## src/rtl/ddr_init_pkg.sv

```systemverilog
package ddr_init_pkg;

  typedef enum logic [4:0] {
    ST_IDLE       = 5'd0,
    ST_NOP        = 5'd1,
    ST_PRE_A      = 5'd2,
    ST_WAIT_RP_A  = 5'd3,
    ST_EXT_LOAD   = 5'd4,
    ST_WAIT_MRD_A = 5'd5,
    ST_DLL_LOAD   = 5'd6,
    ST_WAIT_MRD_B = 5'd7,
    ST_PRE_B      = 5'd8,
    ST_WAIT_RP_B  = 5'd9,
    ST_REF_A      = 5'd10,
    ST_WAIT_RFC_A = 5'd11,
    ST_REF_B      = 5'd12,
    ST_WAIT_RFC_B = 5'd13,
    ST_CFG_LOAD   = 5'd14,
    ST_WAIT_MRD_C = 5'd15,
    ST_READY      = 5'd16
  } seq_state_e;

  typedef struct packed {
    logic sel_n;
    logic row_n;
    logic col_n;
    logic wr_n;
  } cmd_pins_t;

  localparam cmd_pins_t CMD_DESEL = 4'b1111;
  localparam cmd_pins_t CMD_NOP   = 4'b0111;
  localparam cmd_pins_t CMD_PRE   = 4'b0010;
  localparam cmd_pins_t CMD_REF   = 4'b0001;
  localparam cmd_pins_t CMD_LOAD  = 4'b0000;

  // Command-to-command spacing in clocks: ceil(delay / period), never below 1.
  function automatic int clocks_for(input int delay_ps, input int tck_ps);
    int c;
    c = (delay_ps + tck_ps - 1) / tck_ps;
    return (c < 1) ? 1 : c;
  endfunction

endpackage

```

## src/rtl/ddr_init_timer.sv

```systemverilog
module ddr_init_timer #(
  parameter int CNT_W = 4
) (
  input  logic             clk,
  input  logic             rst_n,
  input  logic             load,
  input  logic [CNT_W-1:0] load_val,
  output logic             expired
);
  logic [CNT_W-1:0] cnt;

  always_ff @(posedge clk or negedge rst_n) begin
    if (!rst_n)            cnt <= '0;
    else if (load)         cnt <= load_val;
    else if (cnt != '0)    cnt <= cnt - 1'b1;
  end

  assign expired = (cnt == '0);
endmodule

```

## src/rtl/ddr_init_fsm.sv

```systemverilog
module ddr_init_fsm
  import ddr_init_pkg::*;
#(
  parameter int TCK_PS  = 5000,
  parameter int TRP_PS  = 15000,
  parameter int TRFC_PS = 72000,
  parameter int TMRD_PS = 10000
) (
  input  logic       clk,
  input  logic       rst_n,
  input  logic       stable_i,
  output seq_state_e state
);
  // Wait-state clocks after each command kind (0 means the wait is bypassed).
  localparam int RP_W   = clocks_for(TRP_PS,  TCK_PS) - 1;
  localparam int RFC_W  = clocks_for(TRFC_PS, TCK_PS) - 1;
  localparam int MRD_W  = clocks_for(TMRD_PS, TCK_PS) - 1;
  localparam int MAX_W  = (RP_W > RFC_W) ? ((RP_W > MRD_W) ? RP_W : MRD_W)
                                         : ((RFC_W > MRD_W) ? RFC_W : MRD_W);
  localparam int CNT_W  = (MAX_W < 2) ? 1 : $clog2(MAX_W);

  seq_state_e       st, nxt;
  logic             ld, expired;
  logic [CNT_W-1:0] ld_val;

  ddr_init_timer #(.CNT_W(CNT_W)) u_timer (
    .clk(clk), .rst_n(rst_n), .load(ld), .load_val(ld_val), .expired(expired)
  );

  always_ff @(posedge clk or negedge rst_n) begin
    if (!rst_n) st <= ST_IDLE;
    else        st <= nxt;
  end

  always_comb begin
    nxt    = st;
    ld     = 1'b0;
    ld_val = '0;
    unique case (st)
      ST_IDLE:  if (stable_i) nxt = ST_NOP;
      ST_NOP:   nxt = ST_PRE_A;
      ST_PRE_A: begin
        if (RP_W == 0) nxt = ST_EXT_LOAD;
        else begin nxt = ST_WAIT_RP_A; ld = 1'b1; ld_val = CNT_W'(RP_W - 1); end
      end
      ST_WAIT_RP_A: if (expired) nxt = ST_EXT_LOAD;
      ST_EXT_LOAD: begin
        if (MRD_W == 0) nxt = ST_DLL_LOAD;
        else begin nxt = ST_WAIT_MRD_A; ld = 1'b1; ld_val = CNT_W'(MRD_W - 1); end
      end
      ST_WAIT_MRD_A: if (expired) nxt = ST_DLL_LOAD;
      ST_DLL_LOAD: begin
        if (MRD_W == 0) nxt = ST_PRE_B;
        else begin nxt = ST_WAIT_MRD_B; ld = 1'b1; ld_val = CNT_W'(MRD_W - 1); end
      end
      ST_WAIT_MRD_B: if (expired) nxt = ST_PRE_B;
      ST_PRE_B: begin
        if (RP_W == 0) nxt = ST_REF_A;
        else begin nxt = ST_WAIT_RP_B; ld = 1'b1; ld_val = CNT_W'(RP_W - 1); end
      end
      ST_WAIT_RP_B: if (expired) nxt = ST_REF_A;
      ST_REF_A: begin
        if (RFC_W == 0) nxt = ST_REF_B;
        else begin nxt = ST_WAIT_RFC_A; ld = 1'b1; ld_val = CNT_W'(RFC_W - 1); end
      end
      ST_WAIT_RFC_A: if (expired) nxt = ST_REF_B;
      ST_REF_B: begin
        if (RFC_W == 0) nxt = ST_CFG_LOAD;
        else begin nxt = ST_WAIT_RFC_B; ld = 1'b1; ld_val = CNT_W'(RFC_W - 1); end
      end
      ST_WAIT_RFC_B: if (expired) nxt = ST_CFG_LOAD;
      ST_CFG_LOAD: begin
        if (MRD_W == 0) nxt = ST_READY;
        else begin nxt = ST_WAIT_MRD_C; ld = 1'b1; ld_val = CNT_W'(MRD_W - 1); end
      end
      ST_WAIT_MRD_C: if (expired) nxt = ST_READY;
      ST_READY: nxt = ST_READY;
      default:  nxt = ST_IDLE;
    endcase
  end

  assign state = st;
endmodule

```

## src/rtl/ddr_init_pins.sv

```systemverilog
module ddr_init_pins
  import ddr_init_pkg::*;
#(
  parameter int          ADDR_W   = 13,
  parameter int          BA_W     = 2,
  parameter logic [2:0]  BL_CODE  = 3'd2,
  parameter logic        BURST_IL = 1'b0,
  parameter logic [2:0]  CL_CODE  = 3'd2,
  parameter logic [5:0]  OP_MODE  = 6'd0,
  parameter logic [ADDR_W-1:0] EXT_WORD = '0
) (
  input  logic              clk,
  input  logic              rst_n,
  input  seq_state_e        state,
  output cmd_pins_t         cmd,
  output logic [BA_W-1:0]   bank,
  output logic [ADDR_W-1:0] addr,
  output logic              done
);
  localparam int PRE_ALL_BIT = 10;
  localparam int DLL_RST_BIT = 8;
  localparam int DLL_OFF_BIT = 0;

  localparam logic [ADDR_W-1:0] MODE_BASE = ADDR_W'({OP_MODE, CL_CODE, BURST_IL, BL_CODE});
  localparam logic [ADDR_W-1:0] ONE       = ADDR_W'(1);
  localparam logic [ADDR_W-1:0] WORD_DLL  = MODE_BASE |  (ONE << DLL_RST_BIT);
  localparam logic [ADDR_W-1:0] WORD_CFG  = MODE_BASE & ~(ONE << DLL_RST_BIT);
  localparam logic [ADDR_W-1:0] WORD_EXT  = EXT_WORD  & ~(ONE << DLL_OFF_BIT);
  localparam logic [ADDR_W-1:0] WORD_PRE  = ONE << PRE_ALL_BIT;

  always_ff @(posedge clk or negedge rst_n) begin
    if (!rst_n) begin
      cmd  <= CMD_DESEL;
      bank <= '0;
      addr <= '0;
      done <= 1'b0;
    end else begin
      cmd  <= CMD_NOP;
      bank <= '0;
      addr <= '0;
      done <= (state == ST_READY);
      unique case (state)
        ST_IDLE:               cmd <= CMD_DESEL;
        ST_PRE_A, ST_PRE_B:    begin cmd <= CMD_PRE;  addr <= WORD_PRE; end
        ST_EXT_LOAD:           begin cmd <= CMD_LOAD; addr <= WORD_EXT; bank <= BA_W'(1); end
        ST_DLL_LOAD:           begin cmd <= CMD_LOAD; addr <= WORD_DLL; end
        ST_CFG_LOAD:           begin cmd <= CMD_LOAD; addr <= WORD_CFG; end
        ST_REF_A, ST_REF_B:    cmd <= CMD_REF;
        default:               cmd <= CMD_NOP;
      endcase
    end
  end
endmodule

```

## src/rtl/ddr_init_seq.sv

```systemverilog
module ddr_init_seq
  import ddr_init_pkg::*;
#(
  parameter int          TCK_PS   = 5000,
  parameter int          TRP_PS   = 15000,
  parameter int          TRFC_PS  = 72000,
  parameter int          TMRD_PS  = 10000,
  parameter int          ADDR_W   = 13,
  parameter int          BA_W     = 2,
  parameter logic [2:0]  BL_CODE  = 3'd2,
  parameter logic        BURST_IL = 1'b0,
  parameter logic [2:0]  CL_CODE  = 3'd2,
  parameter logic [5:0]  OP_MODE  = 6'd0,
  parameter logic [ADDR_W-1:0] EXT_WORD = '0
) (
  input  logic              clk,
  input  logic              rst_n,
  input  logic              stable_i,
  output logic [4:0]        state_o,
  output logic              mem_sel_n,
  output logic              mem_row_n,
  output logic              mem_col_n,
  output logic              mem_wr_n,
  output logic [BA_W-1:0]   mem_bank,
  output logic [ADDR_W-1:0] mem_addr,
  output logic              init_done
);
  seq_state_e st;
  cmd_pins_t  cmd;

  ddr_init_fsm #(
    .TCK_PS(TCK_PS), .TRP_PS(TRP_PS), .TRFC_PS(TRFC_PS), .TMRD_PS(TMRD_PS)
  ) u_fsm (
    .clk(clk), .rst_n(rst_n), .stable_i(stable_i), .state(st)
  );

  ddr_init_pins #(
    .ADDR_W(ADDR_W), .BA_W(BA_W), .BL_CODE(BL_CODE), .BURST_IL(BURST_IL),
    .CL_CODE(CL_CODE), .OP_MODE(OP_MODE), .EXT_WORD(EXT_WORD)
  ) u_pins (
    .clk(clk), .rst_n(rst_n), .state(st),
    .cmd(cmd), .bank(mem_bank), .addr(mem_addr), .done(init_done)
  );

  assign state_o   = st;
  assign mem_sel_n = cmd.sel_n;
  assign mem_row_n = cmd.row_n;
  assign mem_col_n = cmd.col_n;
  assign mem_wr_n  = cmd.wr_n;
endmodule

```

## config.mk

```make
export PLATFORM = sky130hd
export DESIGN_NAME = ddr_init_seq
export DESIGN_NICKNAME = d
export VERILOG_FILES = /design/src/rtl/ddr_init_pkg.sv /design/src/rtl/ddr_init_timer.sv /design/src/rtl/ddr_init_fsm.sv /design/src/rtl/ddr_init_pins.sv /design/src/rtl/ddr_init_seq.sv
export SDC_FILE = /design/constraint.sdc
export NUM_CORES = 1
export LEC_CHECK = 0
export CAP_MARGIN = 20
export CORE_UTILIZATION = 54
export CTS_CLUSTER_SIZE = 16
export DETAILED_ROUTE_END_ITERATION = 6
export DONT_BUFFER_PORTS = 1
export GPL_ROUTABILITY_DRIVEN = 0
export PLACE_DENSITY = 0.71
export SLEW_MARGIN = 20
export SYNTH_ARGS = -nofsm -noshare
export SYNTH_HDL_FRONTEND = slang
export SYNTH_HIERARCHICAL = 1
export SYNTH_SLANG_ARGS = --single-unit
```

## constraint.sdc

```tcl
create_clock -name clk -period 1.55 [get_ports clk]
set_clock_uncertainty 0.1 [all_clocks]
set_input_delay 0.3875 -clock clk [delete_from_list [all_inputs] [get_ports clk]]
set_output_delay 0.3875 -clock clk [all_outputs]
set_load 0.03 [all_outputs]
```

; ---- Yosys cells after proc, flatten, opt, wreduce, memory -nomap -nowiden
; Cells that the tools add are included.
[word_totals]
ff_bits = 27
word_cells = 59
out_inout_bits = 25
inputBits = 3
[classes]
reduce_logical = 9
muxes = 16
n_addsub = 1
n_eq_ne = 24
[op_table]
columns = operator, count
row1 = $pmux W5 S17, 1
row2 = $eq A5 B4 Y1 const B, 8
row3 = $mux W5, 8
row4 = $pmux W11 S3, 1
row5 = $eq A5 B3 Y1 const B, 4
row6 = $pmux W4 S4, 1
row7 = $ne A2 B1 Y1 const B, 7
row8 = $eq A5 B2 Y1 const B, 2
row9 = $mux W4, 2
row10 = $pmux W4 S2, 1
row11 = $reduce_and A8 Y1, 1
row12 = $reduce_or A7 Y1, 1
row13 = $eq A5 B1 Y1 const B, 1
row14 = $eq A5 B5 Y1 const B, 1
row15 = $logic_not A5 Y1, 1
row16 = $logic_not A4 Y1, 1
row17 = $reduce_bool A4 Y1, 1
row18 = $reduce_or A2 Y1, 2
row19 = $sub A4 B1 Y4 const B, 1
row20 = $reduce_or A3 Y1, 1
row21 = $mux W1, 2
row22 = $ne A2 B2 Y1 const B, 1
row23 = $reduce_bool A2 Y1, 1

; ---- Longest topological paths before layout
[logic_depth]
depth_word = 4
depth_mapped = 6
ltp_nobuf = 5

; ---- Modules after synthesis
; Netlist, hierarchy kept.
[modules_own_cells]
columns = mod, seq_area_each_um2, area_per_inst_um2, instances, cells_per_inst
row1 = ddr_init_pins, 230.2, 425.4, 1, 36
row2 = ddr_init_fsm, 125.1, 349.1, 1, 33
row3 = ddr_init_timer, 100.1, 234.0, 1, 22

; ---- Worst setup path after synthesis
; OpenSTA, ideal clock, no wires.
[synth_timing]
path_type = register to register
from = register u_fsm.st[0] (netlist: u_fsm/state[0])
to = register u_fsm.u_timer.cnt[3]
t_arrival_ns = 1.580
synth_period_minus_slack_ns = 1.806
setup_slack_ns = -0.256
setup_ns = 0.126
n_path_buf = 1
path_stages_with_launch = 6
required_time_ns = 1.324
path_cell_list = dfrtp_1 -> or2_4 -> nor2_1 -> clkbuf_1 -> nor3_1 -> a221o_1
[synth_via]
elab_chain_len = 4
word_cells_on_any_way = 14
classes_between = 7 x eq/ne / 3 x mux / 4 x reduce/logical
[synth_rtl]
columns = element, line
row1 = "start, declared", ddr_init_fsm.sv:22  ; seq_state_e st, nxt;
row2 = "start signal, assigned", ddr_init_fsm.sv:32  ; else st <= nxt;
row3 = "$eq A5 B2 Y1, or another cell as far along", ddr_init_fsm.sv:39  ; unique case (st)
row4 = $reduce_or A7 Y1 (no source line) *, n/a
row5 = $mux W1 *, n/a
row6 = net u_fsm.ld, ddr_init_fsm.sv:23  ; logic ld, expired;
row7 = $mux W4 or $reduce_bool A2 Y1 (tied branches), n/a
row8 = "end signal, assigned", ddr_init_timer.sv:14  ; else if (load) cnt <= load_val;
row9 = "end signal, assigned", ddr_init_timer.sv:15  ; else if (cnt != '0) cnt <= cnt - 1'b1;
row10 = "end, declared", ddr_init_timer.sv:10  ; logic [CNT_W-1:0] cnt;
; Mark *: on every way through the listed nets, which the timed path passes. The rest lies on a longest branch.
; A chain may end at the register's enable or synchronous reset.

; ---- Final worst setup path
[layout_timing]
from = register u_fsm.u_timer.cnt[1]
to = register u_fsm.st[2] (netlist: u_fsm/state[2])
[layout_via]
elab_chain_len = 3
word_cells_on_any_way = 9
classes_between = 7 x eq/ne / 2 x reduce/logical
[layout_rtl]
columns = element, line
row1 = $logic_not A4 Y1 *, ddr_init_timer.sv:18  ; assign expired = (cnt == '0);
row2 = net u_fsm.expired, ddr_init_fsm.sv:23
row3 = $ne A2 B1 Y1 (no source line), n/a
row4 = $reduce_and A8 Y1 (no source line) *, n/a
; Marked as above.

==> run metrics <==
Via Count 688; largest net degree at the start of global routing 19; most frequent cells after synthesis 14 x dfrtp_1, 11 x buf_4, 5 x nand2_1; DP Wirelength 1280 microns; setup_tns 0 ns; # DRC 0; Synth top area share 34.7%; # port buffers 0; CP cell instances inv_2 > ha_4 > nor3b_4 > buf_6 > nand3_4 > mux2_4; R2R Path End u_fsm/state[2]$_DFFE_PN0P_; Cell Int Power 0.00156 W; Post-Synth Adder-Cell Area 1.24%; die area 2040 sq um; Async SR Flop Fraction 100%; Setup violations, final 0; site row count 15; DR vias/cell 5.21; grt ovf 0; Num CTS Buffers 3; cells on worst reg2reg path 6; final net count 112; Vert. Die Dim 45.2 microns; CP Max Fanout 7; IO Count 28; Peak Freq 656 MHz; Hold Crit Depth 2; Yosys reg bits 18; relative slew slack 47.3%; syn avg cell area 11.1 sq um; max_cap viols 0; Setup crit start kind flip-flop; Synth cell types 45; WL/cell 14.0 microns; diode count 0; worst r2r src u_fsm/u_timer/cnt[1]$_DFFE_PN0P_; Synth area leader dfrtp_1; initial antenna violation count 0; WP data required 1.63 ns; maximum VDD drop 1.33 mV; post-synthesis xor/xnor area fraction 2.61%; ys flop type dfrtp_1; Leakage Power 0.532 nW; PD cells 2330 nW/um^2; Worst Tran Pin Value 0.788 ns; top-count cell post-synth dfrtp_1; Core ar. 1750 sq um; CP max stage delay 0.40 ns; Total GRT Usage 19.6%; Root Buffer clkbuf_4; EDFF count, synth 0; critical path class flip-flop to flip-flop; Worst-path clk slew 0.11 ns; Synth Area in Compound Gates 7.57%; Psw 0.00122 W; Tot Pwr 0.00278 W; Logic pwr share 55.4%; CTS tree done; Synth Area in Simple Gates 25.2%; Initial DRC Count 15; Layout Cells excl Fill 132; main combinational cell family by area after synthesis simple AND/OR/NAND/NOR gates; DR pass1 iterations 4; cell area after synthesis 1010 sq um; proportion of layout cells with a drive suffix above 1 44.9%; Min-Delay Path Class input port to flip-flop; post-synthesis mux area share 5.58%; hold path startpoint stable_i; placed cells 125; worst skew pair latency 0.29 ns; top cells by area, synth dfrtp_1 35%, dfstp_2 10%, buf_4 8.2%; Post-Synthesis Cells 91; worst hold endpoint u_fsm/state[0]$_DFFE_PN0P_; drt total wl 1840 microns; Seq/Total Area, Yosys 45.2%; first-pass GRT wire length 2870 microns; area growth from synthesis to layout 18.1%; RSZ-0062 raised after global routing true; status finished, final reports clean; R2R Setup Slk 0.03 ns; post-route minimum period 1.52 ns; die width 45.2 microns; ANT nets after route 0; CP max stage cell dfrtp_1; Worst Setup End Kind flip-flop; Data arrival, critical path 1.60 ns; Final Hold Fails 0; Layout Utilization 68.2%; Clock Tree Buf Depth 2; Final period util 98.3%; TritonCTS Sinks 18; initial core utilization 57.8%; sw frac 43.9%; H-Tree Depth 1; yosys warns 6; clock power share 10.4%; Reg power frac 34.3%; number of global-route vias before repair 643; max-slew violation count 0
## per-layer routing
| layer | track usage [%] | routed length (microns) |
|---|---|---|
| met5 | 0 | 0 |
| met4 | 7.88 | 19 |
| met3 | 3.60 | 85 |
| met2 | 32.8 | 947 |
| met1 | 24.9 | 791 |
## state kept, by name (all words and copies together), names as in the netlist
register,cells
u_fsm/state,5
u_fsm/u_timer/cnt,4
u_pins/addr,3
u_pins/bank,1
u_pins/cmd,4
u_pins/done,1
## power groups by stage
stage	logic, W	clock network, W	registers, W
floorplan	0.000906	0	0.00110
global placement	0.00134	0	0.000946
detailed placement	0.00139	0	0.000957
CTS	0.00148	0.000300	0.000944
global route	0.00166	0.000320	0.000975
finish	0.00154	0.000288	0.000952
## timing repair
| action | in CTS | in global routing |
|---|---|---|
| hold buffers | 1 | 0 |
| hold endpoints to repair | 18 | 0 |
| resized for setup | 3 | 6 |
| setup endpoints to repair | 7 | 4 |
| setup buffers | 2 | 0 |
## area by class of cell
class | count | area (sq um)
clock buffer | 4 | 36.3
tap | 25 | 31.3
fill | 136 | 554
multi-input combinational | 65 | 505
sequential | 18 | 462
timing repair buffer | 17 | 145
inverter | 3 | 11.3
## how the worst max path moves through the flow
stage | start | to | slack [ns] | cells after the start
2_1_floorplan | u_fsm/state[2]$_DFFE_PN0P_ | u_fsm/u_timer/cnt[3]$_DFFE_PN0P_ | -0.04 | 5
3_3_place_gp | u_fsm/u_timer/cnt[1]$_DFFE_PN0P_ | u_fsm/state[2]$_DFFE_PN0P_ | 0.009 | 5
3_5_place_dp | u_fsm/u_timer/cnt[1]$_DFFE_PN0P_ | u_fsm/state[2]$_DFFE_PN0P_ | -0.07 | 5
4_1_cts | u_fsm/u_timer/cnt[0]$_DFFE_PN0P_ | u_fsm/state[2]$_DFFE_PN0P_ | 0.003 | 6
5_1_grt | u_fsm/u_timer/cnt[1]$_DFFE_PN0P_ | u_fsm/state[2]$_DFFE_PN0P_ | -0.01 | 6
6_report | u_fsm/u_timer/cnt[1]$_DFFE_PN0P_ | u_fsm/state[2]$_DFFE_PN0P_ | 0.03 | 6
## through the flow
step | hold slack (ns) | cell area (sq um) | setup WS (ns)
6_report | 0.171 | 1190 | 0.0258
5_1_grt | 0.190 | 1190 | -0.0110
4_1_cts | 0.169 | 1170 | 0.00350
3_5_place_dp | -0.00770 | 1100 | -0.0712
3_3_place_gp | -0.00776 | 1100 | 0.00941
2_1_floorplan | -0.00809 | 1080 | -0.0450
## layout by cell type, fill, tap and decap left out, types with 3 or more instances in the layout
master / synthesis / routed
mux2i_1: 3 / 3
nor3b_2: 2 / 3
dfrtp_2: 0 / 5
nor2_1: 4 / 3
nand2_1: 5 / 5
dfstp_2: 4 / 4
dfrtp_1: 14 / 9
clkbuf_4: 0 / 3
buf_4: 11 / 13
conb_1: 2 / 11
## worst max-delay path, delay by kind of cell (launching register included)
kind | cells | cell delay [ns]
muxes | 1 | 0.29
buffers and inverters | 2 | 0.24
and+or+nand+nor | 2 | 0.24
adders and majority gates | 1 | 0.14
DFF | 1 | 0.40
## logic make-up after synthesis
group	count (synthesis)
AO/OA/AOI/OAI	10
XOR/XNOR	3
adder cells (fa/ha/maj)	1
buffers and inverters	17
flip-flops	18
multiplexers	5
other	2
AND/OR/NAND/NOR	35
Note: power is estimated with default switching activity, not from simulation.
